--- src/rtl/cs_tg_pkg.sv ---
package cs_tg_pkg;
    localparam int LFSR_W = 6;
    localparam logic [LFSR_W-1:0] TAPS_A = 6'b000011;
    localparam logic [LFSR_W-1:0] TAPS_B = 6'b100111;

    typedef logic [LFSR_W-1:0] lfsr_t;

    function automatic lfsr_t lfsr_step(input lfsr_t s, input lfsr_t taps);
        return {^(s & taps), s[LFSR_W-1:1]};
    endfunction
endpackage

--- src/rtl/cs_tg_gold.sv ---
module cs_tg_gold
    import cs_tg_pkg::*;
#(
    parameter lfsr_t SEED_A = 6'd1,
    parameter lfsr_t SEED_B = 6'd1
) (
    input  logic clk,
    input  logic rst,
    input  logic en,
    input  logic restart,
    output logic chip
);
    typedef struct packed {
        lfsr_t a;
        lfsr_t b;
    } gold_st_t;

    gold_st_t st_d, st_q;

    always_comb begin
        st_d = st_q;
        if (rst || (en && restart)) begin
            st_d.a = SEED_A;
            st_d.b = SEED_B;
        end else if (en) begin
            st_d.a = lfsr_step(st_q.a, TAPS_A);
            st_d.b = lfsr_step(st_q.b, TAPS_B);
        end
    end

    always_ff @(posedge clk) begin
        st_q <= st_d;
    end

    assign chip = st_q.a[0] ^ st_q.b[0];
endmodule

--- src/rtl/cs_tg_frame.sv ---
module cs_tg_frame #(
    parameter int FRAME_LEN = 52,
    parameter int HOLD_LEN  = 26,
    parameter int PHASE0    = 0,
    parameter bit FULL0     = 1'b1
) (
    input  logic clk,
    input  logic rst,
    input  logic en,
    output logic sel,
    output logic irst,
    output logic smp,
    output logic adc
);
    localparam int PH_W = $clog2(FRAME_LEN);
    localparam logic [PH_W-1:0] PH_LAST = PH_W'(FRAME_LEN - 1);
    localparam logic [PH_W-1:0] PH_INIT = PH_W'(PHASE0);
    localparam logic [PH_W-1:0] PH_HOLD = PH_W'(HOLD_LEN);

    typedef struct packed {
        logic [PH_W-1:0] phase;
        logic            sel;
        logic            full;
        logic            sampled;
    } frm_st_t;

    frm_st_t st_d, st_q;
    logic    at_end;
    logic    smp_w;

    always_comb begin
        at_end = (st_q.phase == PH_LAST);
        smp_w  = en && at_end && st_q.full;
        st_d   = st_q;
        if (rst) begin
            st_d.phase   = PH_INIT;
            st_d.sel     = 1'b0;
            st_d.full    = FULL0;
            st_d.sampled = 1'b0;
        end else if (en) begin
            st_d.phase   = at_end ? '0 : st_q.phase + 1'b1;
            st_d.sel     = st_q.sel ^ at_end;
            st_d.full    = st_q.full | at_end;
            st_d.sampled = st_q.sampled | smp_w;
        end
    end

    always_ff @(posedge clk) begin
        st_q <= st_d;
    end

    assign sel  = st_q.sel;
    assign smp  = smp_w;
    assign adc  = en && st_q.sampled && (st_q.phase < PH_HOLD);
    assign irst = en && st_q.sampled && (st_q.phase == '0);
endmodule

--- src/rtl/cs_timing_gen.sv ---
module cs_timing_gen
    import cs_tg_pkg::*;
#(
    parameter int NUM_CH      = 4,
    parameter int FRAME_LEN   = 52,
    parameter int HOLD_LEN    = 26,
    parameter int STAGGER     = 13,
    parameter int CODE_FRAMES = 63
) (
    input  logic              clk,
    input  logic              rst,
    input  logic              en,
    output logic [NUM_CH-1:0] chip,
    output logic [NUM_CH-1:0] sel,
    output logic [NUM_CH-1:0] irst,
    output logic [NUM_CH-1:0] smp,
    output logic [NUM_CH-1:0] adc
);
    localparam int CODE_LEN = FRAME_LEN * CODE_FRAMES;
    localparam int CNT_W    = $clog2(CODE_LEN);
    localparam logic [CNT_W-1:0] CNT_LAST = CNT_W'(CODE_LEN - 1);

    logic [CNT_W-1:0] code_d, code_q;
    logic             restart;

    always_comb begin
        restart = (code_q == CNT_LAST);
        code_d  = code_q;
        if (rst)
            code_d = '0;
        else if (en)
            code_d = restart ? '0 : code_q + 1'b1;
    end

    always_ff @(posedge clk) begin
        code_q <= code_d;
    end

    for (genvar k = 0; k < NUM_CH; k++) begin : g_ch
        localparam int OFS = (STAGGER * k) % FRAME_LEN;
        localparam int PH0 = (FRAME_LEN - OFS) % FRAME_LEN;

        cs_tg_gold #(
            .SEED_A(lfsr_t'(1)),
            .SEED_B(lfsr_t'(k + 1))
        ) u_gold (
            .clk    (clk),
            .rst    (rst),
            .en     (en),
            .restart(restart),
            .chip   (chip[k])
        );

        cs_tg_frame #(
            .FRAME_LEN(FRAME_LEN),
            .HOLD_LEN (HOLD_LEN),
            .PHASE0   (PH0),
            .FULL0    (PH0 == 0)
        ) u_frame (
            .clk (clk),
            .rst (rst),
            .en  (en),
            .sel (sel[k]),
            .irst(irst[k]),
            .smp (smp[k]),
            .adc (adc[k])
        );
    end
endmodule

--- config.mk ---
export PLATFORM = sky130hd
export DESIGN_NAME = cs_timing_gen
export DESIGN_NICKNAME = d
export VERILOG_FILES = /design/src/rtl/cs_tg_pkg.sv /design/src/rtl/cs_tg_gold.sv /design/src/rtl/cs_tg_frame.sv /design/src/rtl/cs_timing_gen.sv
export SDC_FILE = /design/constraint.sdc
export NUM_CORES = 1
export LEC_CHECK = 0
export BUFFER_PORTS_ARGS = -buffer_cell sky130_fd_sc_hd__buf_4
export CORE_MARGIN = 2
export CORE_UTILIZATION = 50
export CTS_CLUSTER_SIZE = 30
export DETAILED_ROUTE_END_ITERATION = 7
export GPL_TIMING_DRIVEN = 0
export PLACE_DENSITY_LB_ADDON = 0.05
export SLEW_MARGIN = 10
export SYNTH_ARGS = -nofsm -noshare
export SYNTH_HDL_FRONTEND = slang
export SYNTH_HIERARCHICAL = 1
export SYNTH_SLANG_ARGS = --single-unit
--- constraint.sdc ---
create_clock -name clk -period 2.19 [get_ports clk]
set_input_delay 0.1095 -clock clk [delete_from_list [all_inputs] [get_ports clk]]
set_output_delay 0.1095 -clock clk [all_outputs]
set_load 0.01 [all_outputs]
==> summary.md, run 1 <==
| Metric | Value |
|---|---|
| Synth Cell Area | `4300 um^2` |
| CP arrival | `2.12 ns` |
| CTS Root Cell | `clkbuf_8` |
| Synth top area share | `44.7%` |
| Setup crit start kind | `flip-flop` |
| Worst-Margin Slew | `0.438 ns` |
| Final worst path period need | `1.90 ns` |
| Pin count of the biggest net entering global routing | `23` |
| Synth Flop Type | `dfxtp_1` |
| GP Congestion | `0.730` |
| Pwr Total | `0.00353 W` |
| Post-synth top area cell | `dfxtp_1` |
| Final setup violation count | `0` |
| Final Skew | `0.00925 ns` |
| Yosys reg bits | `96` |
| Tcrit/Tclk final | `86.7%` |
| Crit path required time | `2.41 ns` |
| Area growth from synthesis to layout | `12.3%` |
| Fmax | `527 MHz` |
| Drt pass-1 iters | `4` |
| PD cells | `731 nW/um^2` |
| Nets | `493` |
| Synth Area per Inst | `9.59 um^2` |
| Routed length per instance | `12.6 um` |
| CTS resizes | `0` |
| VDD IR max | `0.387 mV` |
| DRC Markers | `0` |
| Global-route usage over all layers | `16.8%` |
| RSZ-0062 raised after global routing | `false` |
| Die width | `96.7 um` |
| Kind of critical path | `reg -> reg` |
| Clock Latency Late Sink | `0.35 ns` |
| Lkg Pwr | `2.10 nW` |
| Seq/Total Area, Yosys | `44.7%` |
| Maxcap violations | `0` |
| Peak fanout along the critical path | `10` |
| CTS tree | `yes` |
| Uppermost layer routed | `met4` |
| Full die area | `9350 um^2` |
| 1st-iter DRT viols | `91` |
| Core area | `8260 um^2` |
| First-pass GRT wire length | `13.2 mm` |
| Met2 wire length | `3.43 mm` |
| Initial antenna violation count | `0` |
| TritonCTS buffer count | `9` |
| Synth top area cells | `dfxtp_1, mux2i_1, nor2_1, xor2_1, ha_1` |
| Hold WC Path Type | `in -> reg` |
| Syn. warnings | `6` |
| Cts hold-fix bufs | `1` |
| Post-synth EDFFs | `0` |
| Vias in the first global route | `3,003` |
| Via-to-Cell Ratio | `5.34` |
| Drt total wl | `7.43 mm` |
| Synth Instances | `448` |
| Met3 WL | `146 um` |
| Share of layout cells above drive strength 1 | `14.0%` |
| Outcome | `completed` |
| Via count | `3,155` |
| Post-detail-place hpwl | `5.08 mm` |
| Port-buffer cells | `21` |
| Starting Density | `52.0%` |
| # H-tree levels | `3` |
| Clock slew seen by the registers of the worst setup and hold paths | `0.09 ns` |
| Synth unique cells | `48` |
| Total I/O pin count | `23` |
| Die height | `96.7 um` |
| Async set-reset flop share out of synthesis | `0%` |
| Sink Count | `96` |
| Grt ovf | `0` |
| Fin. max-slew vios | `0` |
| Util after Layout | `58.5%` |
| Setup TNS | `0 ns` |
| Filler Cell Count | `771` |
| Ant. Diodes | `0` |
| WHS | `0.0955 ns` |
| M1 wire length | `3.75 mm` |
| Post-CTS setup buffers | `0` |
| Deepest clock path buffer count | `2` |
| Critical Path Sink Type | `flip-flop` |
| Rel. slew slack | `70.8%` |
| Hold Vio Cnt, Final | `0` |
| Antenna-violating nets left | `0` |
| Mapped Nets | `460` |
| Row count | `33` |
[synth_stat cells, drive strengths merged (11+ instances only)]
| cell | number |
|---|---|
| o21ai | 17 |
| dfxtp | 96 |
| or3 | 11 |
| buf | 20 |
| inv | 15 |
| a21oi | 20 |
| nand2 | 29 |
| mux2i | 47 |
| xor2 | 15 |
| nand3 | 11 |
| nor2 | 61 |
[through the flow]
stage                     std cells  cell area [um^2]  worst slack, ns
after global routing            591              4830           0.0920
final                           591              4830            0.291
after floorplan                 448              4300            0.638
after detailed placement        574              4590            0.313
after global placement          574              4590            0.340
after CTS                       591              4830            0.295
[critical path, cell delays in order, from the launching register on]
cell,delay [ns]
dfxtp_1,0.38
ha_1,0.24
nor4bb_1,0.29
and3_1,0.47
a21o_1,0.18
buf_4,0.16
a211oi_1,0.06
[final timing paths]
kind,from,to,slack (ns),cells past startpoint
min,en,g_ch[2].u_frame/st_q[4],0.1,2
max,code_q[0],g_ch[1].u_gold/st_q[11],0.29,6
min reg2reg,g_ch[1].u_frame/st_q[1],g_ch[1].u_frame/st_q[1],0.47,1
max reg2reg,code_q[0],g_ch[1].u_gold/st_q[11],0.29,6
[report_power, final]
group	internal, W	leakage (nW)	switching (W)
Clock	0.000708	0.113	0.000582
Sequential	0.00182	0.784	0.0000790
Combinational	0.000169	1.20	0.000170
Total	0.00270	2.10	0.000831
[state kept, by name, indices dropped and copies added (netlist names)]
register           count
g_ch.u_frame/st_q     32
g_ch.u_gold/st_q      48
g_ch.u_frame/sel       4
code_q                12
[kinds of logic after synthesis]
group,Yosys count,share of synthesized area (%)
simple gates,166,20.9
flops,96,44.7
compound gates,67,9.90
mux,47,10.9
buf+inv,35,3.96
xor+xnor,28,6.99
fa+ha+maj,9,2.62
[layer usage]
layer  vias up  global-route usage, %
li1       1641                      -
met1      1483                   21.1
met2        23                   28.0
met3         8                   3.68
met4         0                   7.26
met5         -                      0
[placed cells by master, fill, tap and decap left out, types with 8 or more instances in the layout]
cell type  synthesis  routed
dfxtp_1           96      96
nor2_1            61      61
mux2i_1           47      47
nand2_1           29      29
buf_4              4      25
a21oi_1           20      20
o21ai_0           16      16
inv_1             15      15
xor2_1            15      15
buf_2             13      13
nand3_1           11      11
or3_1             11      11
clkbuf_8           0      11
xnor2_1            9       9
ha_1               9       9
nor3_1             8       8
[cell type report]
| class | count | area (um^2) | area share, % |
|---|---|---|---|
| Timing Repair Buffer | 22 | 168 | 3.47 |
| Clock inverter | 4 | 76.3 | 1.58 |
| Buffer | 20 | 114 | 2.36 |
| Clock buffer | 12 | 155 | 3.21 |
| Multi-Input combinational cell | 317 | 2210 | 45.7 |
| Inverter | 15 | 56.3 | 1.17 |
| Sequential cell | 96 | 1920 | 39.8 |
| Tap cell | 105 | 131 | 2.72 |
Power figures use the tool's default switching activity.
==> run 2, diff against run 1 <==
- ABC_AREA: unset -> 1
- CORE_UTILIZATION: 50 -> 40
==> run 2 against run 1 <==
Net effect:
- synthesized area increased by 6.8%
- maximum frequency fell by 1.6%
- clock-buffer cell count is 1 higher
- sequential share of layout area fell by 2.8 points
- first-iteration DRC count increased by 120%
- sequential power about the same
- worst setup slack worse by 0.030 ns
- critical path type unchanged
- synthesized cell count is 40% higher
==> summary.md, run 2 <==
| Metric | Value |
|---|---|
| Outcome | `completed` |
| Pin count of the biggest net entering global routing | `30` |
| Async set-reset flop share out of synthesis | `0%` |
| Post-Synth Simple-Gate Area | `33.3%` |
| FF-to-FF End | `g_ch[3].u_gold/st_q[5]` |
| Die width | `111 um` |
| R2r setup slk | `0.26 ns` |
| Post-synth EDFFs | `0` |
| Tcrit/Tclk final | `88.1%` |
| Synth Flop Type | `dfxtp_1` |
| Final Skew | `0.00504 ns` |
| Most frequent cell after synthesis | `nand2_1` |
| Nets | `671` |
| HP Start | `rst` |
| DRC Markers | `0` |
| Rel. slew slack | `66.1%` |
| Synth top area cells | `dfxtp_1, nand2_1, inv_1, a21oi_1, nand3_1` |
| Peak fanout along the critical path | `10` |
| Fmax | `518 MHz` |
| Top flop regs | `g_ch.u_gold/st_q x48, g_ch.u_frame/st_q x32, code_q x12` |
| Worst R2R Path Depth | `9` |
| VDD IR max | `0.290 mV` |
| CTS tree | `yes` |
| Row count | `39` |
| Lkg Pwr | `2.31 nW` |
| Ant. Diodes | `0` |
| Synth Instances | `626` |
| Most common cell after layout, fill and taps aside | `nand2_1` |
| # H-tree levels | `3` |
| Drt total wl | `8.47 mm` |
| Hold WC Path Type | `in -> reg` |
| Die height | `111 um` |
| Synth top area share | `41.9%` |
| CTS Root Cell | `clkbuf_16` |
| Area growth from synthesis to layout | `13.2%` |
| Grt ovf | `0` |
| Fin. max-slew vios | `0` |
| Drt pass-1 iters | `4` |
| Crit path required time | `2.43 ns` |
| Synth Area per Inst | `7.34 um^2` |
| Antenna-violating nets left | `0` |
| Sink Count | `96` |
| Hold Vio Cnt, Final | `0` |
| Via count | `3,730` |
| Setup crit start kind | `flip-flop` |
| Critical Path Sink Type | `flip-flop` |
| Clock Latency Late Sink | `0.34 ns` |
| Routed length per instance | `10.5 um` |
| Filler Cell Count | `1,160` |
| Final setup violation count | `0` |
| TritonCTS buffer count | `9` |
| Maxcap violations | `0` |
| Worst-Margin Slew | `0.507 ns` |
| Post-CTS setup buffers | `0` |
| Yosys reg bits | `96` |
| Post-DP Area | `4940 um^2` |
| Most frequent cells in the layout | `nand2_1, dfxtp_1, inv_1` |
| GP Congestion | `0.784` |
| Hold Path Sink | `g_ch[3].u_frame/st_q[4]` |
| Final worst path period need | `1.93 ns` |
| Largest Register | `g_ch.u_gold/st_q` |
| Total I/O pin count | `23` |
| Reg2Reg Launch Point | `code_q[0]` |
| Post-synth top area cell | `dfxtp_1` |
| Cts hold-fix bufs | `0` |
| 1st-iter DRT viols | `200` |
| Post-detail-place hpwl | `5.93 mm` |
| RSZ-0062 raised after global routing | `false` |
| CP arrival | `2.17 ns` |
| Full die area | `12,400 um^2` |
| Core area | `11,300 um^2` |
| Top cells by count, synth | `nand2_1, dfxtp_1, inv_1` |
| Via-to-Cell Ratio | `4.63` |
| Seq/Total Area, Yosys | `41.9%` |
| Largest family of logic cells by synthesized area | `simple AND/OR/NAND/NOR gates` |
| Non-Filler Instances | `805` |
| PD cells | `700 nW/um^2` |
| Clock slew seen by the registers of the worst setup and hold paths | `0.06 ns` |
| Hold Path Depth | `2` |
| Vias in the first global route | `3,471` |
| Max FFs per register | `48` |
| CTS resizes | `1` |
| Deepest clock path buffer count | `2` |
| Worst setup path start | `code_q[0]` |
| Post-Synth XOR/XNOR Area | `3.81%` |
| Synth unique cells | `37` |
| Kind of critical path | `reg -> reg` |
| Initial antenna violation count | `0` |
| Syn. warnings | `6` |
| Design area | `5200 um^2` |
| Global-route usage over all layers | `14.8%` |
| Share of layout cells above drive strength 1 | `18.0%` |
| Port-buffer cells | `22` |
| First-pass GRT wire length | `15.3 mm` |
| Synth Area in Compound Gates | `8.39%` |
| Starting Density | `40.6%` |
| Dpl cells | `791` |
| Mux cell area share after synthesis | `0.218%` |
| Post-Synth Adder-Cell Area | `2.45%` |
| Mapped Nets | `638` |
| Synth Cell Area | `4590 um^2` |
==> run 2: final cells by class <==
cell class                 instances  area [um^2]  share of cell area [%]
clock inverter                     1         5.00                  0.0963
inverter                          89          337                    6.48
multi-input combinational        426         2220                    42.7
timing repair buffer              22          165                    3.18
clock buffer                      13          250                    4.81
sequential                        96         1920                    37.0
tap                              143          179                    3.44
buffer                            15          123                    2.36
==> run 2: kinds of logic (layout without fill, tap and decap cells) <==
kind of cell    after synthesis  after routing
simple gates                328            328
xor+xnor                     20             20
flops                        96             96
compound gates               68             68
buf+inv                     104            140
fa+ha+maj                     9              9
mux                           1              1
==> run 2: worst max-delay path by stage <==
stage | depth (start not counted) | slack [ns] | end
after floorplan | 9 | 0.45 | g_ch[3].u_gold/st_q[5]
after global placement | 9 | -0.15 | g_ch[3].u_gold/st_q[5]
after detailed placement | 9 | -0.05 | g_ch[3].u_gold/st_q[5]
after CTS | 9 | 0.22 | g_ch[3].u_gold/st_q[5]
after global routing | 9 | 0.009 | g_ch[0].u_gold/st_q[11]
final | 9 | 0.26 | g_ch[3].u_gold/st_q[5]
==> run 2: layer usage <==
metal | track usage (%) | part of all wire, % | up-vias
li1 | - | - | 2018
met1 | 19.2 | 51 | 1667
met2 | 23.1 | 44 | 31
met3 | 3.01 | 2.5 | 14
met4 | 8.23 | 2.6 | 0
met5 | 0 | 0 | -
==> run 2: power breakdown <==
group / internal (W) / switching (W)
sequential: 0.00182 / 0.0000632
combinational: 0.000143 / 0.000217
clock: 0.000787 / 0.000610
==> run 2: critical path, cell delays in order, from the launching register on <==
cell and delay (ns):
dfxtp_1 0.39, ha_1 0.24, nand2_1 0.07, nor2_1 0.13, nor4b_2 0.46, a21o_1 0.20
buf_6 0.14, clkinv_2 0.08, nand2_2 0.07, nor2_2 0.03
==> run 2: through the flow <==
stage / total power, W / TNS (ns) / hold WS, ns / util (%) / worst slack [ns]
finish: 0.00364 / 0 / 0.151 / 45.9 / 0.261
global route: 0.00385 / 0 / 0.163 / 45.9 / 0.00876
CTS: 0.00373 / 0 / 0.146 / 45.9 / 0.223
detailed placement: 0.00229 / -0.121 / 0.446 / 43.6 / -0.0495
global placement: 0.00228 / -1.45 / 0.427 / 43.6 / -0.147
floorplan: 0.00219 / 0 / 0.172 / - / 0.453
